### src/rtl/cfgload_pkg.sv
package cfgload_pkg;

  // Controller phases of a configuration load.
  typedef enum logic [2:0] {
    ST_IDLE,   // waiting for a load request
    ST_PROG,   // program pulse low
    ST_WINIT,  // waiting for the FPGA to report ready
    ST_CHECK,  // byte boundary: completion / error / budget checks
    ST_FETCH,  // PROM request handshake
    ST_RECV,   // waiting for PROM read data
    ST_SHIFT   // serializing one byte
  } ld_state_e;

endpackage

### src/rtl/cfgload_select.sv
// Holds the image index and the waiting load requests.
module cfgload_select #(
  parameter int PTR_W = 4
) (
  input  logic             clk,
  input  logic             rst_n,
  input  logic [PTR_W-1:0] ptr_in,
  input  logic             ptr_we,
  input  logic             reboot_req,
  input  logic             card_present,
  input  logic             idle,
  input  logic             take,
  output logic             start,
  output logic [PTR_W-1:0] start_img
);

  logic [PTR_W-1:0] ptr_q;
  logic             disc_pend_q;
  logic             boot_pend_q;
  logic             card_q;
  logic             card_fall;

  assign card_fall = card_q & ~card_present;

  always_ff @(posedge clk) begin
    if (!rst_n) begin
      ptr_q       <= '0;
      disc_pend_q <= 1'b1;  // cold start loads the discovery image
      boot_pend_q <= 1'b0;
      card_q      <= 1'b0;
    end else begin
      card_q <= card_present;
      if (ptr_we && idle) begin
        ptr_q <= ptr_in;
      end
      // The discovery request is served before a reboot request.
      if (take) begin
        if (disc_pend_q) disc_pend_q <= 1'b0;
        else             boot_pend_q <= 1'b0;
      end
      if (card_fall)  disc_pend_q <= 1'b1;
      if (reboot_req) boot_pend_q <= 1'b1;
    end
  end

  assign start     = disc_pend_q | boot_pend_q;
  assign start_img = disc_pend_q ? '0 : ptr_q;

endmodule

### src/rtl/cfgload_shift.sv
// Byte serializer: MSB first, two controller clocks per bit (clock low, then high).
module cfgload_shift #(
  parameter int BYTE_W = 8
) (
  input  logic              clk,
  input  logic              rst_n,
  input  logic              load,
  input  logic [BYTE_W-1:0] din_byte,
  input  logic              abort,
  output logic              active,
  output logic              cclk,
  output logic              dout
);

  localparam int BCW = (BYTE_W > 1) ? $clog2(BYTE_W) : 1;
  localparam logic [BCW-1:0] LAST_BIT = BCW'(BYTE_W - 1);

  logic [BYTE_W-1:0] sreg_q;
  logic [BCW-1:0]    bitn_q;
  logic              active_q;
  logic              phase_q;

  always_ff @(posedge clk) begin
    if (!rst_n) begin
      sreg_q   <= '0;
      bitn_q   <= '0;
      active_q <= 1'b0;
      phase_q  <= 1'b0;
    end else if (abort) begin
      active_q <= 1'b0;
      phase_q  <= 1'b0;
    end else if (load) begin
      sreg_q   <= din_byte;
      bitn_q   <= '0;
      active_q <= 1'b1;
      phase_q  <= 1'b0;
    end else if (active_q) begin
      if (!phase_q) begin
        phase_q <= 1'b1;
      end else begin
        phase_q <= 1'b0;
        sreg_q  <= {sreg_q[BYTE_W-2:0], 1'b0};
        if (bitn_q == LAST_BIT) active_q <= 1'b0;
        else                    bitn_q   <= bitn_q + 1'b1;
      end
    end
  end

  assign active = active_q;
  assign cclk   = phase_q;
  assign dout   = sreg_q[BYTE_W-1];

endmodule

### src/rtl/cfgload_seq.sv
module cfgload_seq
  import cfgload_pkg::*;
#(
  parameter int PTR_W     = 4,
  parameter int IMG_BYTES = 64,   // bytes per image slot, power of two
  parameter int PROG_CYC  = 8,    // program pulse length in clocks
  parameter int BYTE_W    = 8,
  localparam int OFS_W    = $clog2(IMG_BYTES),
  localparam int ADDR_W   = PTR_W + OFS_W
) (
  input  logic              clk,
  input  logic              rst_n,
  input  logic [PTR_W-1:0]  ptr_in,
  input  logic              ptr_we,
  input  logic              reboot_req,
  input  logic              card_present,
  output logic              prom_req_valid,
  input  logic              prom_req_ready,
  output logic [ADDR_W-1:0] prom_addr,
  input  logic              prom_rsp_valid,
  output logic              prom_rsp_ready,
  input  logic [BYTE_W-1:0] prom_rsp_data,
  output logic              prog_n,
  input  logic              init_n,
  input  logic              done,
  output logic              cfg_cclk,
  output logic              cfg_din,
  output logic              busy,
  output logic              cfg_err,
  output logic [PTR_W-1:0]  img_sel
);

  localparam int CNT_W = OFS_W + 1;
  localparam int PCW   = $clog2(PROG_CYC + 1);
  localparam logic [CNT_W-1:0] BUDGET   = CNT_W'(IMG_BYTES);
  localparam logic [PCW-1:0]   PROG_END = PCW'(PROG_CYC - 1);

  ld_state_e        st_q;
  logic [PTR_W-1:0] img_q;
  logic [CNT_W-1:0] cnt_q;
  logic [PCW-1:0]   pcnt_q;
  logic             retried_q;
  logic             err_q;

  logic             idle;
  logic             start;
  logic [PTR_W-1:0] start_img;
  logic             sh_active;
  logic             sh_load;
  logic             sh_abort;
  logic             end_ok;
  logic             end_fail;

  assign idle = (st_q == ST_IDLE);

  cfgload_select #(.PTR_W(PTR_W)) u_select (
    .clk          (clk),
    .rst_n        (rst_n),
    .ptr_in       (ptr_in),
    .ptr_we       (ptr_we),
    .reboot_req   (reboot_req),
    .card_present (card_present),
    .idle         (idle),
    .take         (idle & start),
    .start        (start),
    .start_img    (start_img)
  );

  assign sh_load  = (st_q == ST_RECV) && prom_rsp_valid;
  assign sh_abort = (st_q == ST_SHIFT) && (done || !init_n);

  cfgload_shift #(.BYTE_W(BYTE_W)) u_shift (
    .clk      (clk),
    .rst_n    (rst_n),
    .load     (sh_load),
    .din_byte (prom_rsp_data),
    .abort    (sh_abort),
    .active   (sh_active),
    .cclk     (cfg_cclk),
    .dout     (cfg_din)
  );

  // End-of-load decisions, taken at byte boundaries or while shifting.
  always_comb begin
    end_ok   = 1'b0;
    end_fail = 1'b0;
    if (st_q == ST_CHECK || st_q == ST_SHIFT) begin
      if (done)         end_ok   = 1'b1;
      else if (!init_n) end_fail = 1'b1;
      else if (st_q == ST_CHECK && cnt_q == BUDGET) end_fail = 1'b1;
    end
  end

  always_ff @(posedge clk) begin
    if (!rst_n) begin
      st_q      <= ST_IDLE;
      img_q     <= '0;
      cnt_q     <= '0;
      pcnt_q    <= '0;
      retried_q <= 1'b0;
      err_q     <= 1'b0;
    end else if (end_ok) begin
      err_q <= 1'b0;
      st_q  <= ST_IDLE;
    end else if (end_fail) begin
      err_q <= 1'b1;
      if (!retried_q) begin
        retried_q <= 1'b1;
        img_q     <= '0;
        cnt_q     <= '0;
        pcnt_q    <= '0;
        st_q      <= ST_PROG;
      end else begin
        st_q <= ST_IDLE;
      end
    end else begin
      unique case (st_q)
        ST_IDLE: if (start) begin
          img_q     <= start_img;
          retried_q <= 1'b0;
          cnt_q     <= '0;
          pcnt_q    <= '0;
          st_q      <= ST_PROG;
        end
        ST_PROG: begin
          if (pcnt_q == PROG_END) st_q   <= ST_WINIT;
          else                    pcnt_q <= pcnt_q + 1'b1;
        end
        ST_WINIT: if (init_n) st_q <= ST_CHECK;
        ST_CHECK: st_q <= ST_FETCH;
        ST_FETCH: if (prom_req_ready) st_q <= ST_RECV;
        ST_RECV:  if (prom_rsp_valid) st_q <= ST_SHIFT;
        ST_SHIFT: if (!sh_active) begin
          cnt_q <= cnt_q + 1'b1;
          st_q  <= ST_CHECK;
        end
        default: st_q <= ST_IDLE;
      endcase
    end
  end

  assign prom_req_valid = (st_q == ST_FETCH);
  assign prom_addr      = {img_q, cnt_q[OFS_W-1:0]};
  assign prom_rsp_ready = (st_q == ST_RECV);
  assign prog_n         = (st_q != ST_PROG);
  assign busy           = !idle;
  assign cfg_err        = err_q;
  assign img_sel        = img_q;

endmodule

### config.mk
export PLATFORM = sky130hd
export DESIGN_NAME = cfgload_seq
export DESIGN_NICKNAME = d
export VERILOG_FILES = /design/src/rtl/cfgload_pkg.sv /design/src/rtl/cfgload_select.sv /design/src/rtl/cfgload_shift.sv /design/src/rtl/cfgload_seq.sv
export SDC_FILE = /design/constraint.sdc
export NUM_CORES = 1
export LEC_CHECK = 0
export BUFFER_PORTS_ARGS = -buffer_cell sky130_fd_sc_hd__buf_4
export CORE_UTILIZATION = 55
export DETAILED_ROUTE_END_ITERATION = 7
export GPL_ROUTABILITY_DRIVEN = 0
export PLACE_DENSITY = 0.86
export SLEW_MARGIN = 5
export SYNTH_ARGS = -nofsm -noshare
export SYNTH_HDL_FRONTEND = slang
export SYNTH_HIERARCHICAL = 1
export SYNTH_SLANG_ARGS = --single-unit
### constraint.sdc
create_clock -name clk -period 2.2 [get_ports clk]
set_input_delay 0.44 -clock clk [delete_from_list [all_inputs] [get_ports clk]]
set_output_delay 0.44 -clock clk [all_outputs]
set_load 0.03 [all_outputs]
Yosys cells after proc, flatten, opt, wreduce, memory -nomap -nowiden
Index checks and enable logic that the tools add are counted.
Widths: inputs -> output; s select.
Operators by class
  add/subtract/negate cells: 3
  eq/ne operators: 20
  multiplexer cells: 47
  bitwise gates (word level): 7
  reduce and logical (&&, ||, !) cells: 28
Operators by type and width (number)
  $mux 3: 11
  $mux 4: 8
  $mux 7: 4
  $mux 8: 3
  $pmux 3 s7: 1
  $mux 1: 18
  $pmux 7 s2: 1
  $eq 3x3->1 const B: 4
  $ne 3x3->1 const B: 4
  $reduce_and 5->1: 2
  $reduce_bool 2->1: 5
  $ne 3x1->1 const B: 3
  $pmux 4 s2: 1
  $reduce_and 4->1: 2
  $add 7x1->7 const B: 1
  $eq 7x7->1 const B: 1
  $eq 3x2->1 const B: 2
  $ne 2x2->1 const B: 3
  $reduce_and 3->1: 2
  $reduce_and 6->1: 1
  $reduce_bool 3->1: 2
  $reduce_or 2->1: 3
  $add 4x1->4 const B: 1
  $eq 4x3->1 const B: 1
  other kinds (12): 21
Storage, ports and cells
  flip-flop bits (word level): 40
  logic and storage cells: 119

Longest topological paths before layout
Gate-level depths: netlist of the first run.
  depth after elaboration: 8
  depth in mapped cells: 8
  depth with buffers taken out: 7

Hierarchy
Netlist of the first run, hierarchy kept.
By module, submodules not included
  cfgload_seq: instances 1, cells an instance 151, area an instance 1287.5 um2, sequential area each 400.4 um2
  cfgload_shift: instances 1, cells an instance 71, area an instance 639.4 um2, sequential area each 260.2 um2
  cfgload_select: instances 1, cells an instance 33, area an instance 311.5 um2, sequential area each 140.1 um2

Worst setup path after synthesis of the first run
Ideal clock, no wire load.
  path kind: register -> register
  start point: register cnt_q[0]
  end point: register cnt_q[6]
  library setup time: 0.129 ns
  data arrival time: 1.758 ns
  data required time: 2.071 ns
  setup slack: 0.313 ns
  cell stages (with the launch flop): 8
  clock period less this slack: 1.887 ns
  cells stage by stage: dfxtp_1 inv_1 ha_1 or4b_4 o22a_4 o211a_4 a41oi_1 a31oi_1
On the way
  cells in the longest elaborated chain, start to end: 8
  elaborated cells on any way between the ends: 15
  those cells by class: add/sub: 1; eq/ne: 4; mux: 7; reduce/logical: 3
Ends and longest elaborated chain
  start: declaration: line cfgload_seq.sv:40  | logic [CNT_W-1:0] cnt_q;
  start signal: assignment: line cfgload_seq.sv:134  | cnt_q <= cnt_q + 1'b1;
  $eq 7x7->1: line cfgload_seq.sv:90  | else if (st_q == ST_CHECK && cnt_q == BUDGET) end_fail = 1'b1;
  $logic_and 1x1->1: line cfgload_seq.sv:90
  $mux 1: line cfgload_seq.sv:90
  $mux 1: line cfgload_seq.sv:89  | else if (!init_n) end_fail = 1'b1;
  $mux 1: line cfgload_seq.sv:88  | if (done) end_ok = 1'b1;
  $mux 1: line cfgload_seq.sv:87  | if (st_q == ST_CHECK || st_q == ST_SHIFT) begin
  $ne 3x3->1 (no source line) (tied with other cells)
  $reduce_and 5->1 (no source line)
Several ways; a longest one is shown, not always the timed one. The select of a mux whose other input is x is not followed.
A chain may end at the register's enable or synchronous reset.

Final worst setup path of the first run
  start point: register st_q[0]
  end point: output port prog_n
On the way
  cells in the longest elaborated chain, start to end: 1
Ends and longest elaborated chain
  start: declaration: line cfgload_seq.sv:38  | ld_state_e st_q;
  start signal: assignment: line cfgload_seq.sv:96  | st_q <= ST_IDLE;
  start signal: assignment: line cfgload_seq.sv:104  | st_q <= ST_IDLE;
  start signal: assignment: line cfgload_seq.sv:112  | st_q <= ST_PROG;
  $ne 3x1->1: line cfgload_seq.sv:145  | assign prog_n = (st_q != ST_PROG);
  end: declaration: line cfgload_seq.sv:23  | output logic prog_n,
No other way between the ends.

==> results of run 1 <==
==> power by group through the flow <==
stage	combinational [uW]	clock [uW]	sequential, uW
2_1_floorplan	641	0	844
3_5_place_dp	799	0	876
3_3_place_gp	793	0	873
5_1_grt	875	645	873
6_report	805	596	859
4_1_cts	805	613	858
==> cells in the final DEF (no fill, tap or decap), types with 2 or more instances in the layout <==
master / count
and2_1: 2
a21oi_1: 12
o21ai_2: 7
and3_1: 2
mux2_2: 7
or2_2: 3
nand4_1: 4
mux2i_1: 5
o31ai_1: 3
clkbuf_8: 5
nand2_1: 35
nor3_1: 3
buf_4: 47
or3_1: 2
nand2b_1: 5
o22ai_1: 3
nand3b_1: 2
a21oi_2: 2
nor2b_1: 7
a41oi_1: 3
ha_1: 5
dfxtp_1: 40
and2b_1: 5
inv_1: 9
o211ai_1: 9
a31oi_1: 6
nand3_1: 9
o21ai_0: 9
nor2_1: 6
==> state kept, by name, indices dropped and copies added, names as in the netlist <==
signal                count
u_shift/sreg_q            8
cnt_q                     7
img_sel                   4
pcnt_q                    4
u_select/ptr_q            4
st_q                      3
u_shift/bitn_q            3
cfg_err                   1
retried_q                 1
u_select/boot_pend_q      1
u_select/card_q           1
u_select/disc_pend_q      1
u_shift/active            1
u_shift/cclk              1
==> metal layers <==
metal | vias to the layer above | part of all wire | GRT usage
met2 | 46 | 0.46 | 0.351
met3 | 6 | 0.063 | 0.0724
met4 | 0 | 0.011 | 0.0679
met1 | 847 | 0.46 | 0.288
met5 | - | 0 | 0
li1 | 976 | - | -
==> layout make-up <==
type	count	area share
multi-input combinational	184	0.481
sequential	40	0.305
timing repair buffer	47	0.134
clock buffer	5	0.0262
tap	48	0.0229
clock inverter	3	0.0162
inverter	10	0.0143
==> per-stage QoR <==
step	cells	cell area (um2)	utilization	total power, uW	worst slack (ns)
floorplan	255	2240	-	1480	0.313
global placement	329	2510	0.666	1670	0.239
detailed placement	329	2510	0.666	1670	0.187
CTS	337	2620	0.696	2280	0.204
global route	337	2620	0.696	2390	0.0753
finish	337	2620	0.696	2260	0.203
==> kinds of logic after synthesis <==
group / after synthesis / share of synthesized area
AO/OA/AOI/OAI: 67 / 0.222
XOR/XNOR: 2 / 0.0112
adder cells (fa/ha/maj): 5 / 0.0279
buffers and inverters: 31 / 0.0788
flip-flops: 40 / 0.358
multiplexers: 12 / 0.0576
AND/OR/NAND/NOR: 98 / 0.245
==> worst max-delay path, stage by stage (launching register included) <==
cell and delay (ns):
dfxtp_1 0.54, nor3b_2 0.42, inv_1 0.11, buf_4 0.18
==> how the worst min path moves through the flow <==
stage                                   start                             end  slack [ns]  cells after the start
2_1_floorplan  u_select/ptr_q[0]$_SDFFE_PN0P_  u_select/ptr_q[0]$_SDFFE_PN0P_        0.44                      2
3_3_place_gp   u_select/ptr_q[0]$_SDFFE_PN0P_  u_select/ptr_q[0]$_SDFFE_PN0P_        0.45                      2
3_5_place_dp   u_select/ptr_q[3]$_SDFFE_PN0P_  u_select/ptr_q[3]$_SDFFE_PN0P_        0.45                      2
4_1_cts                          card_present      u_select/card_q$_SDFF_PN0_        0.34                      2
5_1_grt                          card_present      u_select/card_q$_SDFF_PN0_        0.34                      2
6_report                         card_present      u_select/card_q$_SDFF_PN0_        0.35                      2
==> summary.txt, run 1 <==
Routing
  – Antenna-violating nets left: 0
  – Average wire per standard cell: between 10 and 15 um
  – Iter 0 DRT Violations: 114
  – Via count: 1875
  – Via-to-Cell Ratio: 5.56
  – Final routed DRC violation total: 0
  – First-pass DRT Iterations: 5
  – Final wirelength: 4340 um

Place
  – Post-DP HPWL: 3230 um
  – Buffers on Ports: 41

Die
  – Die Width: 65.8 um
  – Total core area: roughly 3800 um2
  – DIE AREA: ~4300 um2
  – Initial core utilization: 0.594
  – Top Ports: 42
  – Core Rows: 22
  – Die Height: 65.8 um

Synthesis
  – Syn_nets: around 280
  – Ys Warns: 6
  – Unique cell type count in the Yosys netlist: 62
  – Async S/R FF share, synth: 0
  – Post-Syn Area per Cell: just under 9 um2
  – Synth area leader: dfxtp_1
  – Cell with the most instances after synthesis: dfxtp_1
  – Post-synth EDFFs: 0
  – Synth top cells by count: dfxtp_1, nand2_1, buf_4
  – Synth area leaders: dfxtp_1, nand2_1, buf_4
  – Top-area cell type share of the netlist area: 0.358
  – Seq/Total Area, Yosys: 0.358
  – Synth Register Bits: 40
  – Cell count after synthesis: approximately 260
  – Ys flop type: dfxtp_1
  – Synthesized area: 2240 um2

Final layout
  – N_diodes: 0
  – Reg area: 801 um2
  – Multi-input logic area: roughly 1300 um2
  – Fill cells: 292
  – Layout cells sized above 1: 0.308
  – Fin nets: 314
  – P&R area growth vs syn: 17.2%

Clocking
  – # Post-CTS Setup Buffers: 0
  – Clock slew at reported path FFs: roughly 0.08 ns
  – Clk Latency, worst-skew pair: 0.30 ns
  – CTS resizes: 0
  – Clk sink count: 40
  – Cts hold-fix bufs: 0
  – CTS root buf: clkbuf_8
  – CTS Buffer Depth: 2
  – TritonCTS Buffers: 5
  – CTS tree: built
  – Max H-tree Level: 2

Worst setup path
  – R2R Path End: cnt_q[5]$_SDFFE_PN0P_
  – CP Launch Point: st_q[0]$_SDFFE_PP0P_
  – CP endpoint kind: primary output
  – Req. time, crit path: between 1.5 and 2 ns
  – Critical Path Sink: prog_n
  – Crit path DAT: roughly 1.6 ns
  – Worst reg2reg path startpoint: cnt_q[0]$_SDFFE_PN0P_
  – Crit-path max FO: 11
  – Startpoint Class: flip-flop
  – R2R setup slack: between 0.2 and 0.25 ns
  – Worst R2R Path Depth: 7
  – Category of the critical setup timing path: reg -> out

Timing
  – Fmax: 501 MHz
  – Setup Skew: 0.00666 ns
  – RSZ-0062 raised after global routing: false
  – Hold_ws: 0.352 ns
  – Sum of negative setup slack: 0 ns
  – Relative slew slack: 0.678
  – Max Slew Vio Count: 0
  – Clock period minus worst slack: 2.00 ns
  – Final Cycle Share: 0.908
  – Worst Max-Slew Pin Slew: 0.479 ns
  – Fin. Hold Viols: 0
  – Final-report setup violation count: 0

GRT
  – First-pass GRT wire length: approximately 7300 um
  – Total GRT Usage: 0.223
  – GRT overflow: 0
  – Vias in the first global route: 1667
  – Largest net degree at the start of global routing: 46
  – Initial antenna violation count: 0

Power
  – Sw frac: 0.354
  – Internal power: approximately 1500 uW
  – Switching power: between 700 and 800 uW
  – PD cells: 861 nW/um2
  – Sequential power share: 0.380
  – Peak supply drop: 680 uV
  – Comb pwr share: 0.356
  – Leak Pwr: ~0.0011 uW
  – Clock share of power: 0.264

Run status
  – Status: finished, final reports clean

Min path
  – Tightest Hold Check Type: in -> reg

Job
  – Max Cap Violations: 0
No activity file was read; power rests on OpenSTA's default activity.
==> inputs of run 2 (changes only) <==
--- a/config.mk
+++ b/config.mk
@@ -6,10 +6,11 @@
 export NUM_CORES = 1
 export LEC_CHECK = 0
 export BUFFER_PORTS_ARGS = -buffer_cell sky130_fd_sc_hd__buf_4
-export CORE_UTILIZATION = 55
+export CORE_UTILIZATION = 46
 export DETAILED_ROUTE_END_ITERATION = 7
 export GPL_ROUTABILITY_DRIVEN = 0
-export PLACE_DENSITY = 0.86
+export PLACE_DENSITY = 0.75
+export RECOVER_POWER = 50
 export SLEW_MARGIN = 5
 export SYNTH_ARGS = -nofsm -noshare
 export SYNTH_HDL_FRONTEND = slang
==> summary.txt, run 2 (synthesis gave the netlist of run 1 again) <==
Run status
  – Status: finished, final reports clean

Power
  – Peak supply drop: 520 uV
  – Leak Pwr: ~0.0010 uW
  – PD cells: just under 900 nW/um2

Timing
  – RSZ-0062 raised after global routing: false
  – Final-report setup violation count: 0
  – Final Cycle Share: 0.931
  – Relative slew slack: 0.423
  – Fin. Hold Viols: 0
  – Sum of negative setup slack: 0 ns
  – Worst Max-Slew Pin Slew: 0.866 ns
  – Fmax: around 490 MHz
  – Max Slew Vio Count: 0
  – Setup Skew: just under 0.01 ns
  – Clock period minus worst slack: approximately 2.0 ns

Min path
  – HP Start: card_present
  – Tightest Hold Check Type: in -> reg
  – Hold path endpoint: u_select/card_q$_SDFF_PN0_
  – WHS Path Cells: 2

GRT
  – First-pass GRT wire length: 7980 um
  – Vias in the first global route: 1804
  – Total GRT Usage: 0.194
  – Initial antenna violation count: 0
  – Largest net degree at the start of global routing: 28
  – GRT overflow: 0

Routing
  – Top sig layer: met4
  – Final routed DRC violation total: 0
  – Antenna-violating nets left: 0
  – Via count: 1916
  – Wl on met1: 2330 um
  – Average wire per standard cell: 13.9 um
  – Via-to-Cell Ratio: 5.55
  – Met2 wire len: approximately 2300 um
  – Iter 0 DRT Violations: approximately 110
  – Met3 wire length: ~120 um
  – Final wirelength: 4800 um
  – First-pass DRT Iterations: 4

Clocking
  – Cts hold-fix bufs: 0
  – Clock slew at reported path FFs: about 0.08 ns
  – TritonCTS Buffers: 5
  – CTS Buffer Depth: 2
  – Clk Latency, worst-skew pair: around 0.29 ns
  – CTS root buf: clkbuf_8
  – CTS tree: built
  – CTS resizes: 0
  – # Post-CTS Setup Buffers: 0
  – Clk sink count: 40
  – Max H-tree Level: 2

Final layout
  – Largest register by flop count: u_shift/sreg_q
  – Largest regs: u_shift/sreg_q: 8 flops, cnt_q: 7 flops
  – Final Util: 0.544
  – Number of flip-flops in the largest register: 8
  – Most frequent cells in the layout: dfxtp_1, nand2_1, buf_4, clkbuf_1, a21oi_1
  – Most common cell after layout, fill and taps aside: dfxtp_1
  – Fin nets: between 300 and 400
  – P&R area growth vs syn: 14.1%
  – Layout cells sized above 1: 0.223
  – N_diodes: 0

Die
  – Die Width: 71.8 um
  – Core Rows: 25
  – Total core area: around 4700 um2
  – DIE AREA: 5150 um2
  – Initial core utilization: 0.477
  – Top Ports: 42
  – Die Height: 71.8 um

Worst setup path
  – Category of the critical setup timing path: reg -> reg
  – Worst reg2reg path startpoint: cnt_q[0]$_SDFFE_PN0P_
  – CP Launch Point: cnt_q[0]$_SDFFE_PN0P_
  – Crit path DAT: 2.22 ns
  – R2R setup slack: 0.15 ns
  – R2R Path End: cnt_q[6]$_SDFFE_PN0P_
  – Crit-path max FO: 6
  – CP endpoint kind: flip-flop
  – Startpoint Class: flip-flop
  – Req. time, crit path: 2.37 ns
  – Worst R2R Path Depth: 7

Place
  – Buffers on Ports: 41
  – Post-DP HPWL: 3460 um

Job
  – Max Cap Violations: 0
[run 2: cell count changes in the layout (fill, tap and decap cells not counted), moves of 2 or more]
| cell | before | now |
|---|---|---|
| buf_4 | 47 | 30 |
| clkbuf_1 | 0 | 20 |
| o21ai_0 | 9 | 11 |
| o21ai_2 | 7 | 5 |
[run 2: cell type report]
class                      count  area, um2
fill                         461       2140
multi-input combinational    184       1240
sequential                    40        801
timing repair buffer          49        297
clock buffer                   6       72.6
tap                           54       67.6
inverter                      10       37.5
clock inverter                 2       35.0
[run 2: critical path: stages, from the launching register on]
cell and delay, ns:
dfxtp_1 0.33, inv_1 0.10, ha_1 0.15, or4b_1 0.52, o22a_4 0.29, o211a_4 0.28
a41oi_1 0.20, a31oi_1 0.06
[run 2: power breakdown]
part | internal, uW | switching [uW]
clock network | 337 | 251
logic | 334 | 480
registers | 782 | 66.1
total | 1450 | 797
[run 2: worst max-delay path by stage]
stage	depth (start not counted)	end	slack (ns)
after global routing	3	prom_req_valid	0.02
after CTS	3	prom_req_valid	0.19
after global placement	6	cnt_q[6]$_SDFFE_PN0P_	0.24
after detailed placement	6	cnt_q[6]$_SDFFE_PN0P_	0.19
after floorplan	7	cnt_q[6]$_SDFFE_PN0P_	0.31
final	7	cnt_q[6]$_SDFFE_PN0P_	0.15
[run 2: metal layers]
layer | track usage | vias up
li1 | - | 971
met1 | 0.258 | 908
met2 | 0.313 | 31
met3 | 0.0338 | 6
met4 | 0.0806 | 0
met5 | 0 | -
[run 2: per-stage QoR]
| stage | setup WS [ns] | hold slack [ns] | total power (uW) | area [um2] | cells |
|---|---|---|---|---|---|
| final | 0.151 | 0.357 | 2250 | 2550 | 345 |
| after global routing | 0.0235 | 0.360 | 2370 | 2550 | 345 |
| after CTS | 0.190 | 0.359 | 2290 | 2640 | 345 |
| after floorplan | 0.313 | 0.436 | 1480 | 2240 | 255 |
| after global placement | 0.241 | 0.447 | 1690 | 2530 | 337 |
| after detailed placement | 0.189 | 0.455 | 1700 | 2530 | 337 |
==> inputs of run 3 (changes only) <==
==> constraint.sdc (replaced) <==
create_clock -name clk -period 2.2 [get_ports clk]
set_input_delay 0.22 -clock clk [delete_from_list [all_inputs] [get_ports clk]]
set_output_delay 0.22 -clock clk [all_outputs]
set_load 0.03 [all_outputs]
==> summary.txt, run 3 (synthesis gave the netlist of run 1 again) <==
Run status
  – Status: finished, final reports clean

Clocking
  – Clock slew at reported path FFs: 0.07 ns
  – CTS resizes: 0
  – Clk sink count: 40
  – TritonCTS Buffers: 5
  – CTS root buf: clkbuf_8
  – CTS Buffer Depth: 2
  – CTS tree: built
  – Cts hold-fix bufs: 0
  – Max H-tree Level: 2
  – # Post-CTS Setup Buffers: 0
  – Clk Latency, worst-skew pair: 0.29 ns

Routing
  – Final routed DRC violation total: 0
  – Iter 0 DRT Violations: 41
  – First-pass DRT Iterations: 4
  – Final wirelength: roughly 4400 um
  – Via count: 1853
  – Met3 wire length: between 100 and 150 um
  – Average wire per standard cell: 12.9 um
  – Wl on met1: 2220 um
  – Top sig layer: met4
  – Via-to-Cell Ratio: 5.42
  – Antenna-violating nets left: 0
  – Met2 wire len: 2060 um

Worst setup path
  – Req. time, crit path: about 2.4 ns
  – Startpoint Class: flip-flop
  – CP endpoint kind: flip-flop
  – Crit path DAT: 2.16 ns
  – Worst R2R Path Depth: 7
  – Category of the critical setup timing path: reg -> reg
  – Crit-path max FO: 6

Timing
  – Worst Max-Slew Pin Slew: between 1 and 1.5 ns
  – RSZ-0062 raised after global routing: false
  – Final-report setup violation count: 0
  – Sum of negative setup slack: 0 ns
  – Fin. Hold Viols: 0
  – Setup Skew: 0.00804 ns
  – Fmax: 500 MHz
  – Max Slew Vio Count: 0
  – Clock period minus worst slack: approximately 2.0 ns
  – Final Cycle Share: 0.909
  – Relative slew slack: 0.0682

Die
  – Initial core utilization: 0.477
  – DIE AREA: 5150 um2
  – Die Height: 71.8 um
  – Die Width: 71.8 um
  – Total core area: between 4000 and 5000 um2
  – Top Ports: 42
  – Core Rows: 25

GRT
  – Vias in the first global route: ~1700
  – First-pass GRT wire length: 7670 um
  – Initial antenna violation count: 0
  – GRT overflow: 0
  – Largest net degree at the start of global routing: 37
  – Total GRT Usage: 0.185

Power
  – Comb pwr share: 0.354
  – Internal power: about 1300 uW
  – Leak Pwr: 0.00100 uW
  – Peak supply drop: approximately 590 uV
  – Clock share of power: 0.235
  – PD cells: 841 nW/um2
  – Switching power: 770 uW
  – Sequential power share: 0.411
  – Sw frac: 0.364

Final layout
  – Fill cells: 468
  – Fin nets: 313
  – Largest regs: u_shift/sreg_q: 8 flops, cnt_q: 7 flops
  – Most common cell after layout, fill and taps aside: dfxtp_1
  – Most frequent cells in the layout: dfxtp_1, nand2_1, buf_4, clkbuf_1, o21ai_0
  – Post-route insts no fill: around 340
  – Layout cells sized above 1: 0.219
  – P&R area growth vs syn: 12.4%
  – N_diodes: 0
  – Number of flip-flops in the largest register: 8
  – Largest register by flop count: u_shift/sreg_q

Place
  – Post-DP HPWL: around 3300 um
  – Placed cells: 334
  – Buffers on Ports: 41

Job
  – Max Cap Violations: 0

Min path
  – Tightest Hold Check Type: in -> reg
  – WHS Path Cells: 2
[run 3: per-layer routing]
metal	vias to the layer above	track usage
met5	-	0
met4	0	0.0719
met3	2	0.0295
met2	33	0.285
met1	850	0.259
li1	968	-
[run 3: power groups by stage]
stage / Sequential, uW / Combinational (uW) / Clock, uW
final: 871 / 749 / 497
after global routing: 887 / 827 / 534
after CTS: 871 / 779 / 507
after detailed placement: 888 / 774 / 0
after global placement: 886 / 773 / 0
after floorplan: 844 / 641 / 0
[run 3: worst max-delay path, stage by stage, from the launching register on]
cell and delay [ns]:
dfxtp_1 0.34, inv_1 0.10, ha_1 0.14, or4b_4 0.49, o22a_4 0.27, o211a_4 0.28, a41oi_1 0.21, a31oi_1 0.05
[run 3: cell type report]
type                    instances  area, um2  share of cell area
repair buffers                 46        274               0.109
well taps                      54       67.6              0.0269
multi-input cells             184       1250               0.495
flip-flops and latches         40        801               0.318
clock buffers                   8       90.1              0.0358
inverters                      10       37.5              0.0149
[run 3: through the flow]
stage                     hold slack [ns]  power [uW]  area, um2   util  worst slack, ns
after CTS                           0.147        2160       2600  0.555            0.187
final                               0.150        2120       2520  0.536            0.200
after detailed placement            0.446        1660       2510  0.535            0.201
after global placement              0.434        1660       2510  0.535            0.251
after global routing                0.143        2250       2520  0.536           0.0655
after floorplan                     0.342        1480       2240      -            0.313
[run 3: final timing paths]
path,start,to,slack (ns)
setup / recovery,cnt_q[0]$_SDFFE_PN0P_,cnt_q[6]$_SDFFE_PN0P_,0.20
hold reg to reg,u_select/ptr_q[0]$_SDFFE_PN0P_,u_select/ptr_q[0]$_SDFFE_PN0P_,0.46
hold / removal,card_present,u_select/card_q$_SDFF_PN0_,0.15
setup reg to reg,cnt_q[0]$_SDFFE_PN0P_,cnt_q[6]$_SDFFE_PN0P_,0.20
